===== src/rtl/bws_pkg.sv =====
package bws_pkg;
  typedef enum logic [2:0] {S_IDLE, S_ALLOC, S_FRAME, S_DATA, S_GAP, S_FIN} scan_state_e;
  typedef enum logic [1:0] {K_HDR = 2'd0, K_DATA = 2'd1, K_IDLE = 2'd2} instr_kind_e;
endpackage


===== src/rtl/bws_fit_calc.sv =====
module bws_fit_calc #(
  parameter int VOL_W     = 16,
  parameter int LEN_W     = 14,
  parameter int HDR_BYTES = 8
) (
  input  logic [VOL_W-1:0] rem_i,
  input  logic             vld_i,
  input  logic [LEN_W-1:0] len_i,
  output logic             take_o,
  output logic [VOL_W-1:0] rem_after_o,
  output logic             gap_none_o,
  output logic             gap_full_o
);
  localparam int NW = VOL_W + 1;
  logic [NW-1:0] need;

  assign need        = NW'(len_i) + NW'(HDR_BYTES);
  assign take_o      = vld_i && (need <= {1'b0, rem_i});
  assign rem_after_o = rem_i - need[VOL_W-1:0];
  assign gap_none_o  = (rem_i == '0);
  assign gap_full_o  = (rem_i >= VOL_W'(HDR_BYTES));
endmodule


===== src/rtl/bws_head_tbl.sv =====
module bws_head_tbl #(
  parameter int NQ     = 4,
  parameter int QSEL_W = 2,
  parameter int SLOT_W = 6
) (
  input  logic              clk_i,
  input  logic              rst_ni,
  input  logic [QSEL_W-1:0] sel_i,
  input  logic              adv_i,
  output logic [SLOT_W-1:0] head_o
);
  logic [SLOT_W-1:0] heads [NQ];

  for (genvar q = 0; q < NQ; q++) begin : g_head
    always_ff @(posedge clk_i or negedge rst_ni) begin
      if (!rst_ni)                             heads[q] <= '0;
      else if (adv_i && sel_i == QSEL_W'(q))   heads[q] <= heads[q] + 1'b1;
    end
  end

  assign head_o = heads[sel_i];
endmodule


===== src/rtl/bws_instr_fmt.sv =====
module bws_instr_fmt import bws_pkg::*; #(
  parameter int ADDR_W = 16,
  parameter int VOL_W  = 16,
  localparam int IW    = VOL_W + ADDR_W + 4
) (
  input  instr_kind_e       kind_i,
  input  logic              scr_i,
  input  logic              rep_i,
  input  logic [ADDR_W-1:0] addr_i,
  input  logic [VOL_W-1:0]  len_i,
  output logic [IW-1:0]     word_o
);
  assign word_o = {kind_i, scr_i, rep_i, addr_i, len_i};
endmodule


===== src/rtl/bwmap_scanner.sv =====
module bwmap_scanner import bws_pkg::*; #(
  parameter int ID_W      = 12,
  parameter int NQ        = 4,
  parameter int SLOT_W    = 6,
  parameter int ALLOC_W   = 6,
  parameter int VOL_W     = 16,
  parameter int LEN_W     = 14,
  parameter int ADDR_W    = 16,
  parameter int IMEM_AW   = 8,
  parameter int HDR_BYTES = 8,
  localparam int QSEL_W   = (NQ > 1) ? $clog2(NQ) : 1,
  localparam int IW       = VOL_W + ADDR_W + 4
) (
  input  logic               clk_i,
  input  logic               rst_ni,
  input  logic               start_i,
  input  logic [ALLOC_W:0]   alloc_num_i,
  output logic               done_o,
  output logic [IMEM_AW:0]   instr_count_o,
  output logic               error_o,
  output logic [ALLOC_W-1:0] alloc_addr_o,
  input  logic [ID_W-1:0]    alloc_id_i,
  input  logic [VOL_W-1:0]   alloc_vol_i,
  input  logic               alloc_scr_i,
  output logic [ID_W-1:0]    lut_id_o,
  input  logic [QSEL_W-1:0]  lut_qsel_i,
  output logic [QSEL_W-1:0]  fidx_qsel_o,
  output logic [SLOT_W-1:0]  fidx_slot_o,
  input  logic               fidx_vld_i,
  input  logic [ADDR_W-1:0]  fidx_addr_i,
  input  logic [LEN_W-1:0]   fidx_len_i,
  output logic               imem_we_o,
  output logic [IMEM_AW-1:0] imem_addr_o,
  output logic [IW-1:0]      imem_wdata_o
);
  scan_state_e        state;
  logic [ALLOC_W-1:0] idx;
  logic [ALLOC_W:0]   nalloc;
  logic [QSEL_W-1:0]  cur_q;
  logic [VOL_W-1:0]   rem;
  logic               scr;
  logic [ADDR_W-1:0]  d_addr;
  logic [VOL_W-1:0]   d_len;
  logic [IMEM_AW:0]   icnt;
  logic               err;
  logic               has_idle;
  logic [IMEM_AW-1:0] li_addr;
  logic [VOL_W-1:0]   li_len;
  logic               li_scr;

  logic               take, gap_none, gap_full, last;
  logic [VOL_W-1:0]   rem_after;

  instr_kind_e        w_kind;
  logic               w_scr, w_rep;
  logic [ADDR_W-1:0]  w_addr;
  logic [VOL_W-1:0]   w_len;

  bws_fit_calc #(.VOL_W(VOL_W), .LEN_W(LEN_W), .HDR_BYTES(HDR_BYTES)) u_fit (
    .rem_i(rem), .vld_i(fidx_vld_i), .len_i(fidx_len_i),
    .take_o(take), .rem_after_o(rem_after),
    .gap_none_o(gap_none), .gap_full_o(gap_full)
  );

  bws_head_tbl #(.NQ(NQ), .QSEL_W(QSEL_W), .SLOT_W(SLOT_W)) u_head (
    .clk_i(clk_i), .rst_ni(rst_ni), .sel_i(cur_q),
    .adv_i(state == S_FRAME && take), .head_o(fidx_slot_o)
  );

  bws_instr_fmt #(.ADDR_W(ADDR_W), .VOL_W(VOL_W)) u_fmt (
    .kind_i(w_kind), .scr_i(w_scr), .rep_i(w_rep),
    .addr_i(w_addr), .len_i(w_len), .word_o(imem_wdata_o)
  );

  assign alloc_addr_o  = idx;
  assign lut_id_o      = alloc_id_i;
  assign fidx_qsel_o   = cur_q;
  assign done_o        = (state == S_FIN);
  assign instr_count_o = icnt;
  assign error_o       = err;
  assign last          = ({1'b0, idx} + 1'b1) == nalloc;

  always_comb begin
    imem_we_o   = 1'b0;
    imem_addr_o = icnt[IMEM_AW-1:0];
    w_kind      = K_HDR;
    w_scr       = scr;
    w_rep       = 1'b0;
    w_addr      = fidx_addr_i;
    w_len       = VOL_W'(HDR_BYTES);
    unique case (state)
      S_FRAME: imem_we_o = take;
      S_DATA: begin
        imem_we_o = 1'b1;
        w_kind    = K_DATA;
        w_addr    = d_addr;
        w_len     = d_len;
      end
      S_GAP: begin
        w_kind = K_IDLE;
        w_rep  = 1'b1;
        w_addr = '0;
        w_len  = rem;
        if (!gap_none) begin
          if (gap_full) begin
            imem_we_o = 1'b1;
          end else if (has_idle) begin
            // short leftover extends the last idle word in place
            imem_we_o   = 1'b1;
            imem_addr_o = li_addr;
            w_len       = li_len + rem;
            w_scr       = li_scr;
          end
        end
      end
      default: ;
    endcase
  end

  always_ff @(posedge clk_i or negedge rst_ni) begin
    if (!rst_ni) begin
      state    <= S_IDLE;
      idx      <= '0;
      nalloc   <= '0;
      cur_q    <= '0;
      rem      <= '0;
      scr      <= 1'b0;
      d_addr   <= '0;
      d_len    <= '0;
      icnt     <= '0;
      err      <= 1'b0;
      has_idle <= 1'b0;
      li_addr  <= '0;
      li_len   <= '0;
      li_scr   <= 1'b0;
    end else begin
      unique case (state)
        S_IDLE: if (start_i) begin
          idx      <= '0;
          nalloc   <= alloc_num_i;
          icnt     <= '0;
          err      <= 1'b0;
          has_idle <= 1'b0;
          state    <= (alloc_num_i == '0) ? S_FIN : S_ALLOC;
        end
        S_ALLOC: begin
          cur_q <= lut_qsel_i;
          rem   <= alloc_vol_i;
          scr   <= alloc_scr_i;
          state <= S_FRAME;
        end
        S_FRAME: begin
          if (take) begin
            d_addr <= fidx_addr_i;
            d_len  <= VOL_W'(fidx_len_i);
            rem    <= rem_after;
            icnt   <= icnt + 1'b1;
            state  <= S_DATA;
          end else begin
            state  <= S_GAP;
          end
        end
        S_DATA: begin
          icnt  <= icnt + 1'b1;
          state <= S_FRAME;
        end
        S_GAP: begin
          if (!gap_none) begin
            if (gap_full) begin
              icnt     <= icnt + 1'b1;
              has_idle <= 1'b1;
              li_addr  <= icnt[IMEM_AW-1:0];
              li_len   <= rem;
              li_scr   <= scr;
            end else if (has_idle) begin
              li_len <= li_len + rem;
            end else begin
              err <= 1'b1;
            end
          end
          if (last) begin
            state <= S_FIN;
          end else begin
            idx   <= idx + 1'b1;
            state <= S_ALLOC;
          end
        end
        S_FIN:   state <= S_IDLE;
        default: state <= S_IDLE;
      endcase
    end
  end
endmodule


===== config.mk =====
export PLATFORM = sky130hd
export DESIGN_NAME = bwmap_scanner
export DESIGN_NICKNAME = d
export VERILOG_FILES = /design/src/rtl/bws_pkg.sv /design/src/rtl/bws_fit_calc.sv /design/src/rtl/bws_head_tbl.sv /design/src/rtl/bws_instr_fmt.sv /design/src/rtl/bwmap_scanner.sv
export SDC_FILE = /design/constraint.sdc
export NUM_CORES = 1
export LEC_CHECK = 0
export ABC_AREA = 0
export BUFFER_PORTS_ARGS = -buffer_cell sky130_fd_sc_hd__buf_2
export CORE_UTILIZATION = 30
export DETAILED_ROUTE_END_ITERATION = 8
export PLACE_DENSITY_LB_ADDON = 0.2
export SETUP_SLACK_MARGIN = 0.4
export SYNTH_ARGS = -nofsm -noshare
export SYNTH_HDL_FRONTEND = slang
export SYNTH_SLANG_ARGS = --single-unit

===== constraint.sdc =====
create_clock -name clk_i -period 5.8 [get_ports clk_i]
set_input_delay 1.16 -clock clk_i [delete_from_list [all_inputs] [get_ports clk_i]]
set_output_delay 1.16 -clock clk_i [all_outputs]
set_load 0.02 [all_outputs]

# Word level (Yosys, flattened, before mapping)
# Index checks and enable logic that the tools add are counted.
# word_totals
register_bits,125
latchBits,0
mem_bits_rw,0
mem_bits_ro,0
inputBits,72
out_inout_bits,82
memories,0
# classes
add_sub_neg,10
mul,0
div_mod_pow,0
magnitude_cmp,3
eq_ne,16
shifts,0
mux,47
bitwise_logic,2
reduce_logical,24
# op_table
cell,count
two-way mux 16 bit,6
case mux 16 bit (2 select lines),3
two-way mux 9 bit,4
case mux 9 bit (4 select lines),1
two-way mux 8 bit,4
"adder 6 x 1 -> 6 bit, second input constant",5
two-way mux 6 bit,4
<= comparator 17 x 16 -> 1 bit,1
adder 16 bit,1
">= comparator 16 x 4 -> 1 bit, second input constant",1
logical NOT 16 bit,1
subtractor 16 bit,1
"adder 14 x 4 -> 15 bit, second input constant",1
two-way mux 1 bit,14
"!= test 2 bit, second input constant",7
binary-select mux 6 bit (select 2 bit),1
two-way mux 3 bit,4
case mux 3 bit (4 select lines),1
case mux 6 bit (2 select lines),1
AND reduction 5 bit,2
"adder 9 x 1 -> 9 bit, second input constant",1
AND reduction 3 bit,3
"adder 6 x 1 -> 7 bit, second input constant",1
== test 7 bit,1
20 further kinds,33

# Longest topological paths before layout
# Gate-level depths: netlist of run 1.
# depth
ltp_word,5
ltp_mapped,17

# Modules after synthesis
# Synthesis of run 1 repeated with hierarchy kept, for this count alone.
# unflattened
hier_cells,875
area_unflattened_um2,8403.1
# by_module_without_submodules
mod,n_inst,cells_each,area_per_inst_um2,seq_area_each_um2
bwmap_scanner,1,592,5833.1,2527.4
bws_head_tbl,1,88,1234.9,600.6
bws_fit_calc,1,159,1064.8,0.0
bws_instr_fmt,1,36,270.3,0.0

# Worst setup path after synthesis of run 1
# No wires, ideal clock.
# synth_timing
path_type,input to output
start,input port fidx_len_i[7]
end,output port imem_we_o
arrival_time_ns,3.846
t_required_ns,4.640
setup_slack_ns,0.794
cell_stages,16
path_buffers,3
path_cell_list,nand3_1 > nor2_1 > nand2_1 > nor2_1 > and3_1 > xor2_1 > ha_1 > buf_2 > nand3_1 > nor4_1 > o21ai_1 > nand3_1 > a21o_1 > clkbuf_1 > clkbuf_1 > nand3_1
# synth_via
elab_chain_cells,4
# synth_lines
element,line_no,source
"start, declared",bwmap_scanner.sv:31,"input logic [LEN_W-1:0] fidx_len_i,"
adder 14 x 4 -> 15 bit,bws_fit_calc.sv:17,assign need = NW'(len_i) + NW'(HDR_BYTES);
<= comparator 17 x 16 -> 1 bit,bws_fit_calc.sv:18,"assign take_o = vld_i && (need <= {1'b0, rem_i});"
logical AND 1 bit,bws_fit_calc.sv:18,
case mux 1 bit (3 select lines),bwmap_scanner.sv:91,unique case (state)
"end, declared",bwmap_scanner.sv:32,"output logic imem_we_o,"
# Every way passes these cells.

# Worst setup path after layout of run 1
# layout_timing
start,input port fidx_len_i[5]
end,output port imem_we_o
# Same word-level chain as after synthesis.

==> metrics.cfg, run 1 <==
[power]
p_leak_nw = 4.929
p_switching_mw = 2.336
total_power_mw = 5.241
pwr-share-clk_pct = 21.2
p_comb_share_pct = 49.3
switching_share_pct = 44.57
intPower_mw = 2.905
power_frac_seq_pct = 29.4
ir_drop_v = 0.0003321
cellPowerDensity_nw_per_um2 = 536.0

[finish]
final_cell_mix = 176 x nand2_1, 128 x buf_2, 125 x dfrtp_1
final_cell_area_um2 = 9778
fin_cells = 1388
num-fill-cells = 2785
final_common_cell = nand2_1
layout-drive-gt1-share_pct = 21.57
area_delta_synth_final_pct = 18.45
multiInputGateArea_um2 = 4736
seq_area_um2 = 3128
nets = 1157

[place]
placed_area_um2 = 9134
port_buffers = 129
pre_cts_ws_ns = 0.3807
dp_cells = 1353
detailed_place_hpwl_mm = 17.39
gp_congestion = 0.8982

[sta]
worst_pin_slew_ns = 1.173
max_freq_mhz = 192.6
finalHoldViolCount = 0
min_period_ns = 5.193
setup-tns-final_ns = 0
final.setup_skew_ns = 0.01169
rsz0062_at_grt = no
finalWorstSetupSlack_ns = 0.6066
min_period_over_period_pct = 89.54
slew_violations = 0
setup_viol = 0
slew_headroom_pct = 21.53

[floorplanning]
floorplan.rows = 60
coreArea_um2 = 26950
dieArea_um2 = 28190
fp.dieW_um = 167.9
start_util_pct = 30.63
io_pins = 154
die_h_um = 167.9

[routing]
ant_nets = 0
viasPerCell = 5.071
drt_iter0_drc = 395
totalWireLength_mm = 24.04
drtPass1Iterations = 5
drc = 0
vias = 7039
wire_per_inst_um = 17.32

[global_routing]
grt_overflow = 0
use_met3_pct = 4.114
grt.total_usage_pct = 17.65
grt_max_degree = 80
grt_pass1_vias = 6921
globalRoute.busiestLayer = met2
grt_pass1_wl_mm = 38.62
grtUsageMet1_pct = 23.35
grtUsageMet2_pct = 28.89
antenna_found_initial = 5

[run_status]
outcome = complete, no violations

[cts]
cts-root-buf = clkbuf_16
postCtsSetupBuffers = 0
cts_sinks = 125
clk_pin_slew_worst_paths_ns = 0.06
ctsHoldBuffers = 0
insertion_delay_ns = 0.42
cts_made_buffers = 17
cts_tree = built
cts_max_level = 4
clockBufferDepth = 2

[logic_synthesis]
synth_edf_count = 0
ys_seq_area_share_pct = 37.89
netlist_area_um2 = 8255
ys.flop_type = dfrtp_1
ys.warnings.count = 0
synth_cells = 929
synthDistinctLibCells = 68
syn-num-nets = 1055
avgSynthCellArea_um2 = 8.886
synth-seq-cells = 125
async_flop_share_pct = 100.0

[min_path]
hold_start = u_head.heads[23]$_DFFE_PN0P_
hp-class = flop to flop

[run]
max_cap_violations = 0

[worst_setup_path]
cp-start-kind = primary input
cp.arrival_ns = 4.03
timing.rr.start = rem[14]$_DFFE_PN0P_
cp-end-kind = output pin
cp_max_fo = 10
startpoint = fidx_len_i[5]
crit_type = primary input to output pin
cp.required_ns = 4.64

==> synth_stat cells (all sizes together) (3+ instances only) <==
| library cell | n | area (um^2) |
|---|---|---|
| or3b | 3 | 26.28 |
| o21ai | 39 | 195.2 |
| a22oi | 3 | 22.52 |
| a211oi | 11 | 82.58 |
| nand3 | 37 | 190.2 |
| o21bai | 3 | 22.52 |
| ha | 52 | 650.6 |
| a22o | 17 | 148.9 |
| o31ai | 9 | 67.56 |
| xor2 | 28 | 245.2 |
| nand2b | 8 | 50.05 |
| and2 | 4 | 25.02 |
| nor2b | 7 | 43.79 |
| mux4 | 6 | 135.1 |
| nor2 | 48 | 190.2 |
| inv | 41 | 153.9 |
| or2 | 5 | 31.28 |
| and3 | 7 | 43.79 |
| or3 | 3 | 18.77 |
| clkbuf | 29 | 108.9 |
| dfrtp | 125 | 3128 |
| a31oi | 9 | 56.30 |
| buf | 26 | 171.4 |
| o211ai | 5 | 37.54 |
| nand4 | 12 | 75.07 |
| a21oi | 52 | 264.0 |
| a21o | 26 | 195.2 |
| nor3b | 4 | 30.03 |
| mux2i | 9 | 90.09 |
| nand2 | 177 | 666.9 |
| mux2 | 26 | 292.8 |
| xnor2 | 32 | 280.3 |
| nor4 | 12 | 81.33 |
| or4 | 5 | 37.54 |
| nor3 | 19 | 105.1 |
==> worst max-delay path, cell delays in order <==
cell and delay (ns):
buf_2 0.15, nand3_1 0.16, nor2_4 0.16, nand2_1 0.08, nor2_2 0.17, and3_1 0.22
xor2_2 0.17, ha_2 0.35, nand3_1 0.16, nor3b_1 0.08, o31ai_2 0.39, nand3_2 0.18
a21o_2 0.23, nand3_1 0.16, buf_2 0.20
==> timing repair <==
action                                  in CTS  in global routing
pin swaps                                    0                  1
resized for setup                            1                  6
hold endpoints to repair                     0                  0
endpoints found under the setup margin       1                  1
==> power groups by stage <==
| stage | Sequential [mW] | Combinational, mW | Clock [mW] |
|---|---|---|---|
| final | 1.54 | 2.59 | 1.11 |
| after floorplan | 1.42 | 2.02 | 0 |
| after global placement | 1.55 | 2.57 | 0 |
| after global routing | 1.60 | 2.89 | 1.18 |
| after detailed placement | 1.56 | 2.58 | 0 |
| after CTS | 1.55 | 2.60 | 1.15 |
==> path summary, 6_finish.rpt <==
check                                                to  slack [ns]  cells past startpoint
max in group asynchronous         li_len[6]$_DFFE_PN0P_        3.86                      2
min in group asynchronous        li_addr[6]$_DFFE_PN0P_        0.77                      1
min                        u_head.heads[23]$_DFFE_PN0P_        0.46                      1
min reg2reg                u_head.heads[23]$_DFFE_PN0P_        0.46                      1
max reg2reg                 u_head.heads[7]$_DFFE_PN0P_        2.56                     10
max                                           imem_we_o        0.61                     15
==> per-layer routing <==
metal / vias up / part of all wire, %
met3: 19 / 4.7
li1: 3461 / -
met4: 2 / 1.2
met5: - / 0.054
met2: 155 / 48
met1: 3402 / 46
==> flip-flops by register name, summed over array words and instances (netlist names) <==
| register | flops |
|---|---|
| instr_count_o | 9 |
| d_len | 14 |
| d_addr | 16 |
| li_len | 16 |
| has_idle | 1 |
| li_scr | 1 |
| state | 3 |
| fidx_qsel_o | 2 |
| alloc_addr_o | 6 |
| u_head.heads | 24 |
| li_addr | 8 |
| nalloc | 7 |
| scr | 1 |
| rem | 16 |
| error_o | 1 |
==> through the flow <==
stage,hold WS [ns],utilization [%]
after global placement,0.4583,33.89
after CTS,0.4681,36.15
after floorplan,0.4365,-
after global routing,0.4795,36.25
after detailed placement,0.4595,33.89
final,0.4630,36.28
==> cell type report <==
class	instances	share of cell area [%]
multi-input combinational	708	48.43
sequential	125	31.99
timing repair buffer	138	7.358
clock buffer	18	4.491
tap	341	4.363
clock inverter	13	1.689
inverter	41	1.574
antenna	4	0.1024
==> cells by family after synthesis <==
family                   share of synthesized area [%]
AO/OA/AOI/OAI                                    15.75
XOR/XNOR                                         6.366
adder cells (fa/ha/maj)                          8.366
multiplexers                                     6.275
buffers and inverters                            5.259
AND/OR/NAND/NOR                                  20.10
flip-flops                                       37.89
Note: power is estimated with default switching activity, not from simulation.
==> inputs of run 2 (changes only) <==
- CORE_MARGIN: unset -> 4
- clock period: 5.8 -> 4.6 ns (I/O delays scaled with it)
==> run 2 against run 1 <==
  * Sequential share of layout area down 1.1 points
  * Clock-buffer cell count unchanged
  * Clock power up 31%
  * Final cell count up 1.4%
  * Critical endpoint unchanged
  * Non-clock buffer count up 22
  * Worst hold slack better by 0.0044 ns
  * Die area up 7.3%
  * Core utilization up 1.2 points
==> metrics.cfg, run 2 (same netlist as run 1, synthesis figures left out) <==
[cts]
cts_tree = built  ; unchanged
ctsHoldBuffers = 0  ; unchanged
cts_made_buffers = 17  ; unchanged
cts_max_level = 4  ; unchanged
clk_pin_slew_worst_paths_ns = 0.06  ; about the same
insertion_delay_ns = 0.43  ; was 0.42 ns
cts-root-buf = clkbuf_16  ; unchanged
cts_sinks = 125  ; unchanged
clockBufferDepth = 2  ; unchanged

[routing]
wire_per_inst_um = 17.73  ; was 17.32 um
wl_met2_mm = 11.98  ; was 11.45 mm
vias = 7117  ; was 7,039
drc = 0  ; unchanged
viasPerCell = 5.058  ; was 5.071
drt_iter0_drc = 416  ; was 395
ant_nets = 0  ; unchanged
drtPass1Iterations = 5  ; unchanged
totalWireLength_mm = 24.95  ; was 24.04 mm
met3_length_um = 883  ; was 1.122 mm
drt-met1-wl_mm = 11.83  ; was 11.16 mm
routed.top_layer = met5  ; unchanged

[worst_setup_path]
cp-start-kind = primary input  ; unchanged
crit_type = primary input to output pin  ; unchanged
startpoint = fidx_len_i[6]  ; was fidx_len_i[5]
cp-end-kind = output pin  ; unchanged
cp.required_ns = 3.68  ; was 4.64 ns
timing.rr.start = rem[8]$_DFFE_PN0P_  ; was rem[14]$_DFFE_PN0P_
crit_slowest_cell = a21o_2  ; was o31ai_2
cp.arrival_ns = 3.25  ; was 4.03 ns
path_cells = buf_4 > nand3_4 > nor2_4 > nand2_2 > nor2_4 > and3_4 > xor2_4 > ha_4 > nand3_1 > a21boi_2 > o31ai_4 > nand3_1 > a21o_2 > nand3_4 > buf_6  ; was buf_2 > nand3_1 > nor2_4 > nand2_1 > nor2_2 > and3_1 > xor2_2 > ha_2 > nand3_1 > nor3b_1 > o31ai_2 > nand3_2 > a21o_2 > nand3_1 > buf_2
cp_top_family = simple AND/OR/NAND/NOR gates  ; unchanged
cpPeakStageDelay_ns = 0.28  ; was 0.39 ns
worst-path-buf-inv = 2  ; unchanged
cp_max_fo = 4  ; was 10

[sta]
slew_headroom_pct = 19.51  ; was 21.53%
finalHoldViolCount = 0  ; unchanged
setup-tns-final_ns = 0  ; unchanged
setup_viol = 0  ; unchanged
min_period_ns = 4.170
slew_violations = 0  ; unchanged
max_freq_mhz = 239.8
worst_pin_slew_ns = 1.203  ; was 1.173 ns
rsz0062_at_grt = yes  ; was no
min_period_over_period_pct = 90.65
final.setup_skew_ns = 0.01229  ; was 0.01169 ns

[place]
gp_congestion = 0.8371  ; was 0.8982
port_buffers = 129  ; unchanged
detailed_place_hpwl_mm = 18.10  ; was 17.39 mm
dp_cells = 1363  ; was 1,353

[global_routing]
antenna_found_initial = 4  ; was 5
grt_overflow = 0  ; unchanged
grt_max_degree = 78  ; was 80
grt_pass1_vias = 7096  ; was 6,921
grt.total_usage_pct = 16.45  ; was 17.65%
grt_pass1_wl_mm = 39.77  ; was 38.62 mm

[run_status]
outcome = complete, no violations  ; unchanged

[floorplanning]
start_util_pct = 30.55  ; was 30.63%
floorplan.rows = 60  ; unchanged
io_pins = 154  ; unchanged
die_h_um = 173.9  ; was 167.9 um
dieArea_um2 = 30240  ; was 28,190 um^2
fp.dieW_um = 173.9  ; was 167.9 um
coreArea_um2 = 27030  ; was 26,950 um^2

[run]
max_cap_violations = 0  ; unchanged

[finish]
n_antenna_cell = 0  ; was 4
largest_reg_flops = 24  ; unchanged
seq_area_um2 = 3128  ; unchanged
final_cell_mix = 175 x nand2_1, 125 x dfrtp_1, 124 x buf_2  ; was 176 x nand2_1, 128 x buf_2, 125 x dfrtp_1
num-fill-cells = 2768  ; was 2,785
layout-drive-gt1-share_pct = 24.95  ; was 21.57%
fin_cells = 1407  ; was 1,388
final_common_cell = nand2_1  ; unchanged
multiInputGateArea_um2 = 4900  ; was 4736 um^2
largest-register = u_head.heads  ; unchanged
area_delta_synth_final_pct = 22.75  ; was 18.45%
nets = 1179  ; was 1,157

[min_path]
hold_start = u_head.heads[5]$_DFFE_PN0P_  ; was u_head.heads[23]$_DFFE_PN0P_
hp-class = flop to flop  ; unchanged

[power]
p_leak_nw = 5.073  ; was 4.929 nW
ir_drop_v = 0.0002876  ; was 0.0003321 V
cellPowerDensity_nw_per_um2 = 675.9  ; was 536.0 nW/um^2

[run 2: cell count changes in the layout (fill, tap and decap cells not counted), sizes merged]
| cell | change |
|---|---|
| diode | -4 |
| inv | +3 |
| clkinvlp | -2 |
| buf | +22 |
[run 2: layout make-up]
| type | count | share of cell area (%) |
|---|---|---|
| multi-input cells | 708 | 48.35 |
| flip-flops and latches | 125 | 30.87 |
| repair buffers | 160 | 8.902 |
| clock buffers | 18 | 4.334 |
| well taps | 341 | 4.210 |
| clock inverters | 14 | 1.815 |
| inverters | 41 | 1.519 |
[run 2: metrics by stage]
stage	power [mW]	setup WS (ns)	hold slack (ns)	utilization (%)	cell area, um^2
2_1_floorplan	4.361	0.4315	0.4365	-	8309
3_3_place_gp	5.245	0.1718	0.4578	34.15	9229
3_5_place_dp	5.253	0.1389	0.4556	34.15	9229
5_1_grt	7.402	0.3016	0.4725	37.50	10130
6_report	6.849	0.4301	0.4674	37.50	10130
4_1_cts	6.802	0.4103	0.4690	36.87	9965
[run 2: where the power goes]
group          switching [mW]  internal [mW]  total, mW
clock                   0.574          0.880       1.45
sequential              0.472           1.49       1.96
combinational            2.02           1.42       3.43
total                    3.06           3.79       6.85
[run 2: path summary, 6_finish.rpt]
path                                               endpoint  slack (ns)  depth (start not counted)
worst max-delay path                              imem_we_o        0.43                         15
worst min-delay path            u_head.heads[5]$_DFFE_PN0P_        0.47                          1
worst max register to register  u_head.heads[7]$_DFFE_PN0P_        1.38                         11
worst min register to register  u_head.heads[5]$_DFFE_PN0P_        0.47                          1
max in group asynchronous              d_len[0]$_DFFE_PN0P_        3.12                          2
min in group asynchronous            li_addr[1]$_DFFE_PN0P_        0.54                          1
[run 2: metal layers]
metal  vias to the layer above  GRT usage [%]
li1                       3504              -
met1                      3463          22.83
met2                       120          26.70
met3                        22          3.162
met4                         8          3.794
met5                         -              0
[run 2: what timing repair did]
item,4_1_cts,5_1_grt
pin swaps,8,13
gates resized for setup,13,21
endpoints found under the setup margin,1,17
endpoints found under the hold margin,0,0
setup buffers,5,7
